===== src/rtl/txstat_pkg.sv =====
package txstat_pkg;

  // Strobes from control to datapath, one cycle each
  typedef struct packed {
    logic clrAll;      // new packet: clear every flag, counter and timer
    logic incColl;     // count one normal collision
    logic setLate;     // record late collision
    logic setExcColl;  // record collision limit reached
    logic setDefer;    // record that deferral happened
    logic setExcDefer; // record deferral over the limit
    logic tmrInc;      // one bit time of deferral
    logic tmrClr;      // deferral period over
  } ctrlStrb_t;

  localparam int unsigned FIELD_MAX = 15;

endpackage


===== src/rtl/txstat_datapath.sv =====
module txstat_datapath
  import txstat_pkg::*;
#(
  parameter int unsigned COLL_LIMIT  = 16,
  parameter int unsigned DEFER_LIMIT = 24288,
  parameter int unsigned STATUS_W    = 32
) (
  input  logic                clk,
  input  logic                rstN,
  input  ctrlStrb_t           strb,
  output logic                tmrAtLimit,
  output logic                lastColl,
  output logic [STATUS_W-1:0] statusWord
);

  localparam int unsigned CNT_W = $clog2(COLL_LIMIT + 1);
  localparam int unsigned TMR_W = $clog2(DEFER_LIMIT + 1);

  logic [CNT_W-1:0] collCnt;
  logic [TMR_W-1:0] deferTmr;
  logic             flagLate, flagExcColl, flagExcDefer, flagDefer;
  logic [3:0]       collField;

  always_ff @(posedge clk or negedge rstN) begin
    if (!rstN) begin
      collCnt      <= '0;
      flagLate     <= 1'b0;
      flagExcColl  <= 1'b0;
      flagExcDefer <= 1'b0;
      flagDefer    <= 1'b0;
    end else if (strb.clrAll) begin
      collCnt      <= '0;
      flagLate     <= 1'b0;
      flagExcColl  <= 1'b0;
      flagExcDefer <= 1'b0;
      flagDefer    <= 1'b0;
    end else begin
      if (strb.incColl && (int'(collCnt) < COLL_LIMIT)) collCnt <= collCnt + 1'b1;
      if (strb.setLate)     flagLate     <= 1'b1;
      if (strb.setExcColl)  flagExcColl  <= 1'b1;
      if (strb.setExcDefer) flagExcDefer <= 1'b1;
      if (strb.setDefer)    flagDefer    <= 1'b1;
    end
  end

  always_ff @(posedge clk or negedge rstN) begin
    if (!rstN)                          deferTmr <= '0;
    else if (strb.clrAll || strb.tmrClr) deferTmr <= '0;
    else if (strb.tmrInc)               deferTmr <= deferTmr + 1'b1;
  end

  assign tmrAtLimit = (deferTmr == TMR_W'(DEFER_LIMIT));
  assign lastColl   = (int'(collCnt) == COLL_LIMIT - 1);
  assign collField  = (int'(collCnt) >= FIELD_MAX) ? 4'(FIELD_MAX) : 4'(collCnt);

  always_comb begin
    statusWord      = '0;
    statusWord[9]   = flagLate;
    statusWord[8]   = flagExcColl;
    statusWord[6:3] = collField;
    statusWord[2]   = flagExcDefer;
    statusWord[0]   = flagDefer;
  end

endmodule


===== src/rtl/txstat_ctrl.sv =====
module txstat_ctrl
  import txstat_pkg::*;
#(
  parameter int unsigned BYTE_W     = 16,
  parameter int unsigned LATE_BYTES = 64
) (
  input  logic              clk,
  input  logic              rstN,
  input  logic              deferChkEn,
  input  logic              deferring,
  input  logic              collision,
  input  logic              bitTick,
  input  logic [BYTE_W-1:0] byteCount,
  input  logic              txStart,
  input  logic              txEnd,
  input  logic              tmrAtLimit,
  input  logic              lastColl,
  output ctrlStrb_t         strb,
  output logic              statusValid,
  output logic              abortTx
);

  logic pktOpen;
  logic isLate, isNormColl, overDefer, anyAbort, closing;

  always_comb begin
    strb       = '0;
    isLate     = 1'b0;
    isNormColl = 1'b0;
    overDefer  = 1'b0;
    anyAbort   = 1'b0;
    closing    = 1'b0;
    if (txStart) begin
      strb.clrAll = 1'b1;
    end else if (pktOpen) begin
      isLate           = collision && (int'(byteCount) >= LATE_BYTES);
      isNormColl       = collision && !isLate;
      overDefer        = deferChkEn && deferring && bitTick && tmrAtLimit;
      strb.setLate     = isLate;
      strb.incColl     = isNormColl;
      strb.setExcColl  = isNormColl && lastColl;
      strb.setExcDefer = overDefer;
      strb.setDefer    = deferring;
      strb.tmrInc      = deferring && bitTick && !tmrAtLimit;
      strb.tmrClr      = !deferring;
      anyAbort         = strb.setLate || strb.setExcColl || strb.setExcDefer;
      closing          = anyAbort || txEnd;
    end
  end

  always_ff @(posedge clk or negedge rstN) begin
    if (!rstN) begin
      pktOpen     <= 1'b0;
      statusValid <= 1'b0;
      abortTx     <= 1'b0;
    end else begin
      statusValid <= closing;
      abortTx     <= anyAbort;
      if (txStart)      pktOpen <= 1'b1;
      else if (closing) pktOpen <= 1'b0;
    end
  end

endmodule


===== src/rtl/txstat_tracker.sv =====
module txstat_tracker
  import txstat_pkg::*;
#(
  parameter int unsigned BYTE_W      = 16,
  parameter int unsigned LATE_BYTES  = 64,
  parameter int unsigned COLL_LIMIT  = 16,
  parameter int unsigned DEFER_LIMIT = 24288,
  parameter int unsigned STATUS_W    = 32
) (
  input  logic                clk,
  input  logic                rstN,
  input  logic                deferChkEn,
  input  logic                deferring,
  input  logic                collision,
  input  logic                bitTick,
  input  logic [BYTE_W-1:0]   byteCount,
  input  logic                txStart,
  input  logic                txEnd,
  output logic                statusValid,
  output logic                abortTx,
  output logic [STATUS_W-1:0] statusWord
);

  ctrlStrb_t strb;
  logic      tmrAtLimit, lastColl;

  txstat_ctrl #(.BYTE_W(BYTE_W), .LATE_BYTES(LATE_BYTES)) u_ctrl (
    .clk(clk), .rstN(rstN), .deferChkEn(deferChkEn), .deferring(deferring),
    .collision(collision), .bitTick(bitTick), .byteCount(byteCount),
    .txStart(txStart), .txEnd(txEnd), .tmrAtLimit(tmrAtLimit),
    .lastColl(lastColl), .strb(strb), .statusValid(statusValid), .abortTx(abortTx)
  );

  txstat_datapath #(.COLL_LIMIT(COLL_LIMIT), .DEFER_LIMIT(DEFER_LIMIT),
                    .STATUS_W(STATUS_W)) u_dp (
    .clk(clk), .rstN(rstN), .strb(strb), .tmrAtLimit(tmrAtLimit),
    .lastColl(lastColl), .statusWord(statusWord)
  );

endmodule


===== config.mk =====
export PLATFORM = sky130hd
export DESIGN_NAME = txstat_tracker
export DESIGN_NICKNAME = d
export VERILOG_FILES = /design/src/rtl/txstat_pkg.sv /design/src/rtl/txstat_datapath.sv /design/src/rtl/txstat_ctrl.sv /design/src/rtl/txstat_tracker.sv
export SDC_FILE = /design/constraint.sdc
export NUM_CORES = 1
export LEC_CHECK = 0
export BUFFER_PORTS_ARGS = -buffer_cell sky130_fd_sc_hd__buf_4
export CORE_ASPECT_RATIO = 0.9
export CORE_UTILIZATION = 40
export DETAILED_ROUTE_END_ITERATION = 16
export PLACE_DENSITY = 0.66
export SLEW_MARGIN = 20
export SYNTH_ARGS = -nofsm -noshare
export SYNTH_HDL_FRONTEND = slang
export SYNTH_SLANG_ARGS = --single-unit

===== constraint.sdc =====
create_clock -name clk -period 2.5 [get_ports clk]
set_input_delay 0.125 -clock clk [delete_from_list [all_inputs] [get_ports clk]]
set_output_delay 0.125 -clock clk [all_outputs]
set_load 0.005 [all_outputs]

==> flow_metrics.tcl, run 1 <==
set metrics [dict create \
    outcome "complete, no violations" \
    skew_ns 0.001118 \
    worst_setup_hold_path_clk_slew_ns 0.09 \
    part_of_the_cycle_the_worst_path_needs 0.9004 \
    max-vdd-ir-drop_uv 180.1 \
    first_pass_grt_wire_length_um 5526 \
    power.static_leakage_nw 0.8518 \
    timing.final.ws_setup_ns 0.2491 \
    route.vias.total 1341 \
    remaining_drc_errors 0 \
    starting_density_of_the_core 0.4312 \
    worst-path-buf-inv 0 \
    synth-async-reset-ratio 1.000 \
    max_stage_delay_ns 0.67 \
    yosys-top-cells-area "sky130_fd_sc_hd__dfrtp_1 41%, sky130_fd_sc_hd__buf_4 13%, sky130_fd_sc_hd__or3_1 3.8%" \
    cts_max_level 1 \
    final_layout_size_suffix_gt1_frac 0.1845 \
    synth-seq-cells 27 \
    finalSetupViolations 0 \
    holdPathStages 3 \
    final_core_util 0.4772 \
    finish.cell_count_without_fillers 252 \
    tritoncts.num_buffers 3 \
    layout-area-overhead-vs-synth_pct 10.67 \
    synth.largest_area_cell "sky130_fd_sc_hd__dfrtp_1" \
    worst_path_max_delay_cell "sky130_fd_sc_hd__or4_2" \
    clk_pwr_share 0.314 \
    cts_buffer_depth 2 \
    net-switching-power_uw 180.9 \
    post_cts_resize_count 0 \
    cts_root_buf "sky130_fd_sc_hd__clkbuf_8" \
    cp-start-kind "register" \
    worst-setup-path-type "register to register" \
    dominant_register_cell_in_the_synthesized_netlist "sky130_fd_sc_hd__dfrtp_1" \
    placementRows 21 \
    synth.mux.area_fraction 0.006011 \
    synthDominantCellAreaShare 0.4057 \
    synth-edff-count 0 \
    pre_cts_ws_ns 0.2793 \
    critical_path_required_ns 2.71 \
    post_synth_fa_ha_maj_area_fraction 0.03005 \
    postLayoutCellArea_um2 1843 \
    cap_violations 0 \
    worstReg2RegStart "u_dp.collCnt[0]$_DFFE_PN0P_" \
    sequentialPowerShare 0.580 \
    grt.overflow.total 0 \
    drtAntennaViolNets 0 \
    die_h_um 63.22 \
    hold_path_end "u_ctrl.statusValid$_DFF_PN0_" \
    syn_avg_cell_area_um2 9.100 \
    grt_use_total 0.1560 \
    power.combinational.fraction 0.105 \
    first_global_vias 1163 \
    cts_tree "built" \
    die-area_um2 4426 \
    synth_compound_gate_area_share 0.1187 \
    timing.critical_path.fanout_max 6 \
    pwr_per_cell_area_nw_per_um2 419.0 \
    timing.critical_path.max_delay_family "simple AND/OR/NAND/NOR gates" \
    layout_min_cycle_time_ns 2.251 \
    hp-start "txEnd" \
    route.detailed.vias_per_inst 5.321 \
    f_max_ghz 0.4443 \
    diodes 0 \
    timing.critical_path.to_type "register" \
    drtPass1Iterations 4 \
    gp_congestion 0.8136 \
    worst-endpoint-arrival_ns 2.47 \
    hold_violations 0 \
    synth_warnings 0 \
    synth_common_cells "28 x sky130_fd_sc_hd__buf_4, 27 x sky130_fd_sc_hd__dfrtp_1, 12 x sky130_fd_sc_hd__a21oi_1, 12 x sky130_fd_sc_hd__nor2_1" \
    totalNegativeSetupSlack_ns 0 \
    post_synth_inst_count 183 \
    drt-wirelength-per-cell_um 12.84 \
    synth.most_common_cell "sky130_fd_sc_hd__buf_4" \
    antenna_found_initial 0 \
    placeableCoreArea_um2 3862 \
    fin_total_pwr_uw 772.3 \
    port_buffers 27 \
    rsz0062_at_grt "no" \
    post-place-cells 247 \
    path_cells "ha_1, and3_1, ha_1, or4_2, a22oi_1, a31o_2" \
    worst_hold_slack_ns 0.1158 \
    die_width_um 70.02 \
    p_int_uw 591.4 \
    fin_nets 235 \
    drt_iter0_drc 49 \
    netlist-cell-type-count 38 \
    place_area_um2 1788 \
    r2r_slack_ns 0.25 \
    pin_count 58 \
    synth_top_family_by_area "simple AND/OR/NAND/NOR gates" \
    synth.yosys.seq_area_share 0.4057 \
    largest_net_degree_at_the_start_of_global_routing 28 \
    clk_sink_count 27 \
    worstReg2RegEnd "u_ctrl.pktOpen$_DFFE_PN0P_" \
    timing.final.max_slew_violations 0 \
    route.final.wire_length_um 3236 \
    synth_xor_xnor_area_share 0.03156 \
    most_used_cell_cp "sky130_fd_sc_hd__ha_1" \
    power.switching_fraction 0.2342 \
    dp.final_hpwl_um 2386 \
    hold_path_class "primary input to register" \
    post_synth_instance_area_um2 1665 \
    synthSimpleGateAreaFrac 0.2464 \
    clk_latency_ns 0.27 \
    r2r_cell_count 6 \
]
[registers in the layout, indices dropped and copies added, names as in the netlist]
name and flops:
u_ctrl.abortTx 1, u_ctrl.pktOpen 1, u_ctrl.statusValid 1, u_dp.collCnt 5, u_dp.deferTmr 15, u_dp.flagDefer 1
u_dp.flagExcColl 1, u_dp.flagExcDefer 1, u_dp.flagLate 1
[how the worst max path moves through the flow]
stage | start | endpoint | slack, ns | cells after the start
final | u_dp.collCnt[0]$_DFFE_PN0P_ | u_ctrl.pktOpen$_DFFE_PN0P_ | 0.25 | 6
after global routing | u_dp.collCnt[0]$_DFFE_PN0P_ | u_ctrl.pktOpen$_DFFE_PN0P_ | 0.16 | 6
after CTS | u_dp.collCnt[0]$_DFFE_PN0P_ | u_ctrl.pktOpen$_DFFE_PN0P_ | 0.25 | 6
after detailed placement | u_dp.collCnt[0]$_DFFE_PN0P_ | u_ctrl.pktOpen$_DFFE_PN0P_ | 0.28 | 6
after global placement | u_dp.collCnt[0]$_DFFE_PN0P_ | u_ctrl.pktOpen$_DFFE_PN0P_ | 0.28 | 6
after floorplan | u_dp.collCnt[0]$_DFFE_PN0P_ | u_ctrl.pktOpen$_DFFE_PN0P_ | 0.39 | 6
[area by class of cell]
| type | instances | area [µm²] |
|---|---|---|
| fill | 380 | 2019 |
| multi-input combinational | 137 | 810.8 |
| sequential | 27 | 675.6 |
| timing repair buffer | 29 | 220.2 |
| tap | 46 | 57.56 |
| clock buffer | 4 | 45.04 |
| inverter | 9 | 33.78 |
[tightest hold or removal path: stages]
cell and delay [ns]:
sky130_fd_sc_hd__buf_4 0.11, sky130_fd_sc_hd__inv_1 0.06, sky130_fd_sc_hd__a21oi_1 0.06
[placed cells by master (no fill, tap or decap), types with 5 or more instances in the layout]
cell / n
sky130_fd_sc_hd__a21oi_1: 12
sky130_fd_sc_hd__buf_4: 28
sky130_fd_sc_hd__conb_1: 24
sky130_fd_sc_hd__dfrtp_1: 27
sky130_fd_sc_hd__inv_1: 9
sky130_fd_sc_hd__nand2_1: 10
sky130_fd_sc_hd__nand3_1: 7
sky130_fd_sc_hd__nor2_1: 12
sky130_fd_sc_hd__nor4_1: 5
sky130_fd_sc_hd__o21ai_0: 6
sky130_fd_sc_hd__or3_1: 10
sky130_fd_sc_hd__or4_1: 8
sky130_fd_sc_hd__xnor2_1: 5
[logic make-up (layout without fill, tap and decap cells)]
group / Yosys count / in the layout
fa+ha+maj: 4 / 4
flops: 27 / 27
buf+inv: 42 / 42
mux: 1 / 1
other cells: 1 / 24
compound gates: 31 / 31
simple gates: 71 / 71
xor+xnor: 6 / 6
[power groups by stage]
stage          sequential (mW)  combinational (mW)  clock (mW)
2_1_floorplan            0.454              0.0694           0
3_3_place_gp             0.457              0.0803           0
3_5_place_dp             0.457              0.0807           0
4_1_cts                  0.448              0.0822       0.260
5_1_grt                  0.450              0.0931       0.271
6_report                 0.448              0.0814       0.243
[metal layers]
layer | GRT usage | wire, µm
met5 | 0 | 0
met2 | 0.2488 | 1493
met3 | 0.03360 | 167
met1 | 0.2099 | 1537
met4 | 0.05250 | 37
[timing repair]
| action | in CTS | in global routing |
|---|---|---|
| buffers inserted | 0 | 0 |
| hold endpoints to repair | 27 | 0 |
| hold buffers | 1 | 0 |
(Power assumes the default switching activity.)
==> run 2: changes to the inputs <==
--- a/config.mk
+++ b/config.mk
@@ -5,11 +5,12 @@
 export SDC_FILE = /design/constraint.sdc
 export NUM_CORES = 1
 export LEC_CHECK = 0
+export ABC_CLOCK_PERIOD_IN_PS = 2500
 export BUFFER_PORTS_ARGS = -buffer_cell sky130_fd_sc_hd__buf_4
 export CORE_ASPECT_RATIO = 0.9
 export CORE_UTILIZATION = 40
 export DETAILED_ROUTE_END_ITERATION = 16
-export PLACE_DENSITY = 0.66
+export PLACE_DENSITY_LB_ADDON = 0.2
 export SLEW_MARGIN = 20
 export SYNTH_ARGS = -nofsm -noshare
 export SYNTH_HDL_FRONTEND = slang
==> run 2 against run 1 <==
Die area did not move. Sequential share of layout area fell by 0.074 points. Cell count did not move. Critical path depth did not move. Register-to-register slack got worse by 0.04 ns. Critical path type unchanged. First-iteration DRC count rose by 84%. Core utilization rose by 0.097 points. Final area rose by 0.20%. Global-route usage fell by 0.23 points. Critical endpoint unchanged. Routed wire length fell by 0.68%. Non-clock buffer count did not move.
==> flow_metrics.tcl, run 2 (synthesis gave the netlist of run 1 again) <==
set metrics [dict create \
    outcome "complete, no violations" \
    hp-start "txEnd" \
    antenna_found_initial 0 \
    cp-start-kind "register" \
    most_used_cell_cp "sky130_fd_sc_hd__ha_1" \
    skew_ns 0.005518 \
    pin_count 58 \
    starting_density_of_the_core 0.4312 \
    finalSetupViolations 0 \
    first_pass_grt_wire_length_um 5499 \
    max_stage_delay_ns 0.69 \
    path_cells "ha_1, and3_1, ha_1, or4_2, a22oi_1, a31o_2" \
    drt-wirelength-per-cell_um 12.75 \
    worstReg2RegStart "u_dp.collCnt[0]$_DFFE_PN0P_" \
    part_of_the_cycle_the_worst_path_needs 0.9183 \
    placeableCoreArea_um2 3862 \
    biggestRegsByFlops "u_dp.deferTmr x15, u_dp.collCnt x5" \
    drt_iter0_drc 90 \
    holdPathStages 3 \
    cts_buffer_depth 2 \
    worstReg2RegEnd "u_ctrl.pktOpen$_DFFE_PN0P_" \
    totalNegativeSetupSlack_ns 0 \
    worst-setup-path-type "register to register" \
    cts-hold-fix-buffers 1 \
    clk_sink_count 27 \
    drtAntennaViolNets 0 \
    largest-register "u_dp.deferTmr" \
    cts_tree "built" \
    grt.overflow.total 0 \
    hold_violations 0 \
    timing.critical_path.fanout_max 6 \
    cts_max_level 1 \
    hold_path_end "u_ctrl.statusValid$_DFF_PN0_" \
    max-vdd-ir-drop_uv 196.8 \
    port_buffers 27 \
    die_h_um 63.22 \
    placementRows 21 \
    rsz0062_at_grt "no" \
    pwr_per_cell_area_nw_per_um2 427.5 \
    f_max_ghz 0.4356 \
    most-common-layout-cells "28 x sky130_fd_sc_hd__buf_4, 27 x sky130_fd_sc_hd__dfrtp_1, 24 x sky130_fd_sc_hd__conb_1" \
    cap_violations 0 \
    final_common_cell "sky130_fd_sc_hd__buf_4" \
    remaining_drc_errors 0 \
    fin_nets 235 \
    die_width_um 70.02 \
    critical_path_required_ns 2.73 \
    die-area_um2 4426 \
    final_layout_size_suffix_gt1_frac 0.1893 \
    route.vias.total 1349 \
    cts_root_buf "sky130_fd_sc_hd__clkbuf_8" \
    clk_latency_ns 0.28 \
    dp.final_hpwl_um 2366 \
    hold_path_class "primary input to register" \
    worst_path_max_delay_cell "sky130_fd_sc_hd__or4_2" \
    diodes 0 \
    timing.critical_path.to_type "register" \
    worst_setup_hold_path_clk_slew_ns 0.10 \
    drtPass1Iterations 4 \
    post_cts_resize_count 0 \
    r2r_cell_count 6 \
    largest_reg_flops 15 \
    route.final.wire_length_um 3214 \
    gp_congestion 0.8540 \
    largest_net_degree_at_the_start_of_global_routing 28 \
    worst-endpoint-arrival_ns 2.52 \
    route.detailed.vias_per_inst 5.353 \
    r2r_slack_ns 0.20 \
    first_global_vias 1183 \
    tritoncts.num_buffers 3 \
    timing.final.max_slew_violations 0 \
    layout_min_cycle_time_ns 2.296 \
    layout-area-overhead-vs-synth_pct 10.89 \
    power.static_leakage_nw 0.8508 \
    grt_use_total 0.1537 \
    fin_total_pwr_uw 789.5 \
    postCtsSetupBuffers 0 \
]
## run 2: worst max-delay path, delay by kind of cell, from the launching register on
kind | cells | cell delay [ns]
flip-flops | 1 | 0.43
adder cells (fa/ha/maj) | 2 | 0.47
AND/OR/NAND/NOR | 2 | 0.84
AO/OA/AOI/OAI | 2 | 0.50
## run 2: final cells by class
cell class | count | area, µm²
well taps | 46 | 57.56
multi-input cells | 137 | 810.8
clock inverters | 1 | 7.507
clock buffers | 3 | 41.29
flip-flops and latches | 27 | 675.6
inverters | 9 | 33.78
fillers | 362 | 2016
repair buffers | 29 | 220.2
## run 2: worst max-delay path by stage
stage	start	endpoint	slack, ns	cells after the start
3_3_place_gp	u_dp.collCnt[0]$_DFFE_PN0P_	u_ctrl.pktOpen$_DFFE_PN0P_	0.27	6
5_1_grt	u_dp.collCnt[0]$_DFFE_PN0P_	u_ctrl.pktOpen$_DFFE_PN0P_	0.09	6
3_5_place_dp	u_dp.collCnt[0]$_DFFE_PN0P_	u_ctrl.pktOpen$_DFFE_PN0P_	0.22	6
2_1_floorplan	u_dp.collCnt[0]$_DFFE_PN0P_	u_ctrl.pktOpen$_DFFE_PN0P_	0.39	6
4_1_cts	u_dp.collCnt[0]$_DFFE_PN0P_	u_ctrl.pktOpen$_DFFE_PN0P_	0.19	6
6_report	u_dp.collCnt[0]$_DFFE_PN0P_	u_ctrl.pktOpen$_DFFE_PN0P_	0.20	6
## run 2: power by group
| part | switching [mW] | total [mW] | internal [mW] |
|---|---|---|---|
| Combinational | 0.0470 | 0.0820 | 0.0350 |
| Clock | 0.146 | 0.259 | 0.113 |
| Sequential | 0.00577 | 0.448 | 0.442 |
## run 2: layer usage
layer	global-route usage	routed length, µm	vias up
met1	0.2040	1493	637
met3	0.04320	224	5
li1	-	-	655
met4	0.03750	28	0
met5	0	0	-
met2	0.2476	1467	52
## run 2: per-stage QoR
stage          utilization  cells  hold WS (ns)  worst slack (ns)  instance area (µm²)
2_1_floorplan            -    206       -0.1706            0.3941                 1752
3_3_place_gp        0.4629    247       0.05535            0.2710                 1788
3_5_place_dp        0.4629    247       0.06463            0.2249                 1788
4_1_cts             0.4781    252        0.1033            0.1948                 1847
5_1_grt             0.4781    252        0.1141           0.09338                 1847
6_report            0.4781    252        0.1021            0.2043                 1847
==> run 3: changes to the inputs <==
--- a/config.mk
+++ b/config.mk
@@ -5,11 +5,12 @@
 export SDC_FILE = /design/constraint.sdc
 export NUM_CORES = 1
 export LEC_CHECK = 0
-export ABC_CLOCK_PERIOD_IN_PS = 2500
+export ABC_CLOCK_PERIOD_IN_PS = 2800
 export BUFFER_PORTS_ARGS = -buffer_cell sky130_fd_sc_hd__buf_4
 export CORE_ASPECT_RATIO = 0.9
 export CORE_UTILIZATION = 40
 export DETAILED_ROUTE_END_ITERATION = 16
+export MAX_ROUTING_LAYER = met4
 export PLACE_DENSITY_LB_ADDON = 0.2
 export SLEW_MARGIN = 20
 export SYNTH_ARGS = -nofsm -noshare
==> constraint.sdc (replaced) <==
create_clock -name clk -period 2.8 [get_ports clk]
set_input_delay 0.14 -clock clk [delete_from_list [all_inputs] [get_ports clk]]
set_output_delay 0.14 -clock clk [all_outputs]
set_load 0.005 [all_outputs]
==> run 3 against run 2 <==
Clock power is 13% lower. Final area decreased by 0.54%. Critical endpoint unchanged. Count of clock-buffer cells in the layout did not move. Core utilization is 0.26 points lower. First-iteration DRC count up 6.7%. Cell count is 0.40% lower. Sequential power is 11% lower. Global-route usage is 1.4 points higher. Total power is 12% lower. Worst setup slack improved by 0.31 ns.
==> flow_metrics.tcl, run 3 (synthesis gave the netlist of run 1 again) <==
set metrics [dict create \
    cts_buffer_depth 2 \
    gp_congestion 0.8708 \
    antenna_found_initial 0 \
    largest_net_degree_at_the_start_of_global_routing 28 \
    hold_path_class "primary input to register" \
    slew-limit-headroom 0.4171 \
    dp.final_hpwl_um 2409 \
    worst_setup_hold_path_clk_slew_ns 0.10 \
    remaining_drc_errors 0 \
    cts_max_level 1 \
    pin_count 58 \
    postLayoutCellArea_um2 1837 \
    final_layout_size_suffix_gt1_frac 0.1854 \
    placeableCoreArea_um2 3862 \
    cts_root_buf "sky130_fd_sc_hd__clkbuf_8" \
    largest_reg_flops 15 \
    placementRows 21 \
    hold_violations 0 \
    drtAntennaViolNets 0 \
    die_width_um 70.02 \
    die-area_um2 4426 \
    post_cts_resize_count 0 \
    fin_nets 234 \
    clk_latency_ns 0.28 \
    timing.critical_path.to_type "register" \
    outcome "complete, no violations" \
    layout_min_cycle_time_ns 2.287 \
    pwr_per_cell_area_nw_per_um2 379.6 \
    route.detailed.vias_per_inst 5.267 \
    power.static_leakage_nw 0.8502 \
    place_area_um2 1780 \
    biggestRegsByFlops "u_dp.deferTmr x15, u_dp.collCnt x5" \
    grt.overflow.total 0 \
    layout-area-overhead-vs-synth_pct 10.29 \
    route.final.wire_length_um 3310 \
    worst-setup-path-type "register to register" \
    first_global_vias 1228 \
    timing.final.max_slew_violations 0 \
    drtPass1Iterations 4 \
    most-common-layout-cells "27 x sky130_fd_sc_hd__buf_4, 27 x sky130_fd_sc_hd__dfrtp_1, 24 x sky130_fd_sc_hd__conb_1" \
    diodes 0 \
    timing.critical_path.fanout_max 6 \
    rsz0062_at_grt "no" \
    path_cells "ha_1, and3_1, ha_1, or4_2, a22oi_1, a31o_2" \
    f_max_ghz 0.4372 \
    drt_iter0_drc 96 \
    worstMarginPinSlew_ns 0.8650 \
    first_pass_grt_wire_length_um 5720 \
    die_h_um 63.22 \
    skew_ns 0.008244 \
    port_buffers 27 \
    cap_violations 0 \
    cts_tree "built" \
    critical_path_required_ns 3.03 \
    part_of_the_cycle_the_worst_path_needs 0.8168 \
    finalSetupViolations 0 \
    worst-endpoint-arrival_ns 2.51 \
    grt_use_total 0.1677 \
    max-vdd-ir-drop_uv 152.9 \
    worst_path_max_delay_cell "sky130_fd_sc_hd__or4_2" \
    tritoncts.num_buffers 3 \
    largest-register "u_dp.deferTmr" \
    totalNegativeSetupSlack_ns 0 \
    cp-start-kind "register" \
    starting_density_of_the_core 0.4312 \
    most_used_cell_cp "sky130_fd_sc_hd__ha_1" \
    clk_sink_count 27 \
    drt-wirelength-per-cell_um 13.19 \
    max_stage_delay_ns 0.69 \
    route.vias.total 1322 \
]
## run 3: changes by cell type in the layout (fill, tap and decap cells not counted), sizes merged
cell,before,now
buf,28,27
clkinv,0,1
clkinvlp,1,0
## run 3: area by class of cell
type                            instances  area (µm²)
Clock buffer                            3       41.29
Clock inverter                          1       5.005
Fill cell                             360        2026
Inverter                                9       33.78
Multi-Input combinational cell        137       810.8
Sequential cell                        27       675.6
Tap cell                               46       57.56
Timing Repair Buffer                   28       212.7
## run 3: worst paths after layout
kind | start | to | slack [ns] | cells past startpoint
worst max-delay path | u_dp.collCnt[0]$_DFFE_PN0P_ | u_ctrl.pktOpen$_DFFE_PN0P_ | 0.51 | 6
worst min-delay path | txEnd | u_ctrl.statusValid$_DFF_PN0_ | 0.12 | 3
worst max register to register | u_dp.collCnt[0]$_DFFE_PN0P_ | u_ctrl.pktOpen$_DFFE_PN0P_ | 0.51 | 6
worst min register to register | u_dp.flagDefer$_DFFE_PN0P_ | u_dp.flagDefer$_DFFE_PN0P_ | 0.51 | 2
max in group asynchronous | rstN | u_dp.deferTmr[4]$_DFFE_PN0P_ | 2.23 | 2
min in group asynchronous | rstN | u_dp.flagExcColl$_DFFE_PN0P_ | 0.30 | 2
## run 3: critical path: cells and delay by family, from the launching register on
| kind | cells | cell delay [ns] |
|---|---|---|
| fa+ha+maj | 2 | 0.47 |
| flops | 1 | 0.43 |
| simple gates | 2 | 0.84 |
| compound gates | 2 | 0.50 |
## run 3: stage by stage
stage / hold slack [ns] / total power [mW] / util / std cells / setup WS [ns]
6_report: 0.1214 / 0.6973 / 0.4755 / 251 / 0.5129
5_1_grt: 0.1360 / 0.7361 / 0.4755 / 251 / 0.4226
4_1_cts: 0.1206 / 0.7068 / 0.4755 / 251 / 0.5180
3_5_place_dp: 0.07485 / 0.4799 / 0.4610 / 246 / 0.5334
3_3_place_gp: 0.07037 / 0.4779 / 0.4610 / 246 / 0.5662
2_1_floorplan: -0.1556 / 0.4674 / - / 206 / 0.6941
## run 3: per-layer routing
layer  track usage  vias to the layer above  part of all wire
li1              -                      647                 -
met1        0.2107                      627              0.47
met2        0.2560                       44              0.45
met3       0.04640                        4             0.065
met4       0.06750                        0             0.015
met5             -                        -                 0
## run 3: repair_timing
item / 4_1_cts / 5_1_grt
endpoints found under the hold margin: 27 / 0
hold buffers: 1 / 0
setup endpoints to repair: 0 / 0
buffers inserted: 0 / 0
## run 3: power by group
part	switching, mW	internal, mW	leakage [nW]
combinational	0.0415	0.0305	0.454
sequential	0.00534	0.395	0.371
clock	0.125	0.100	0.0255
total	0.172	0.525	0.850
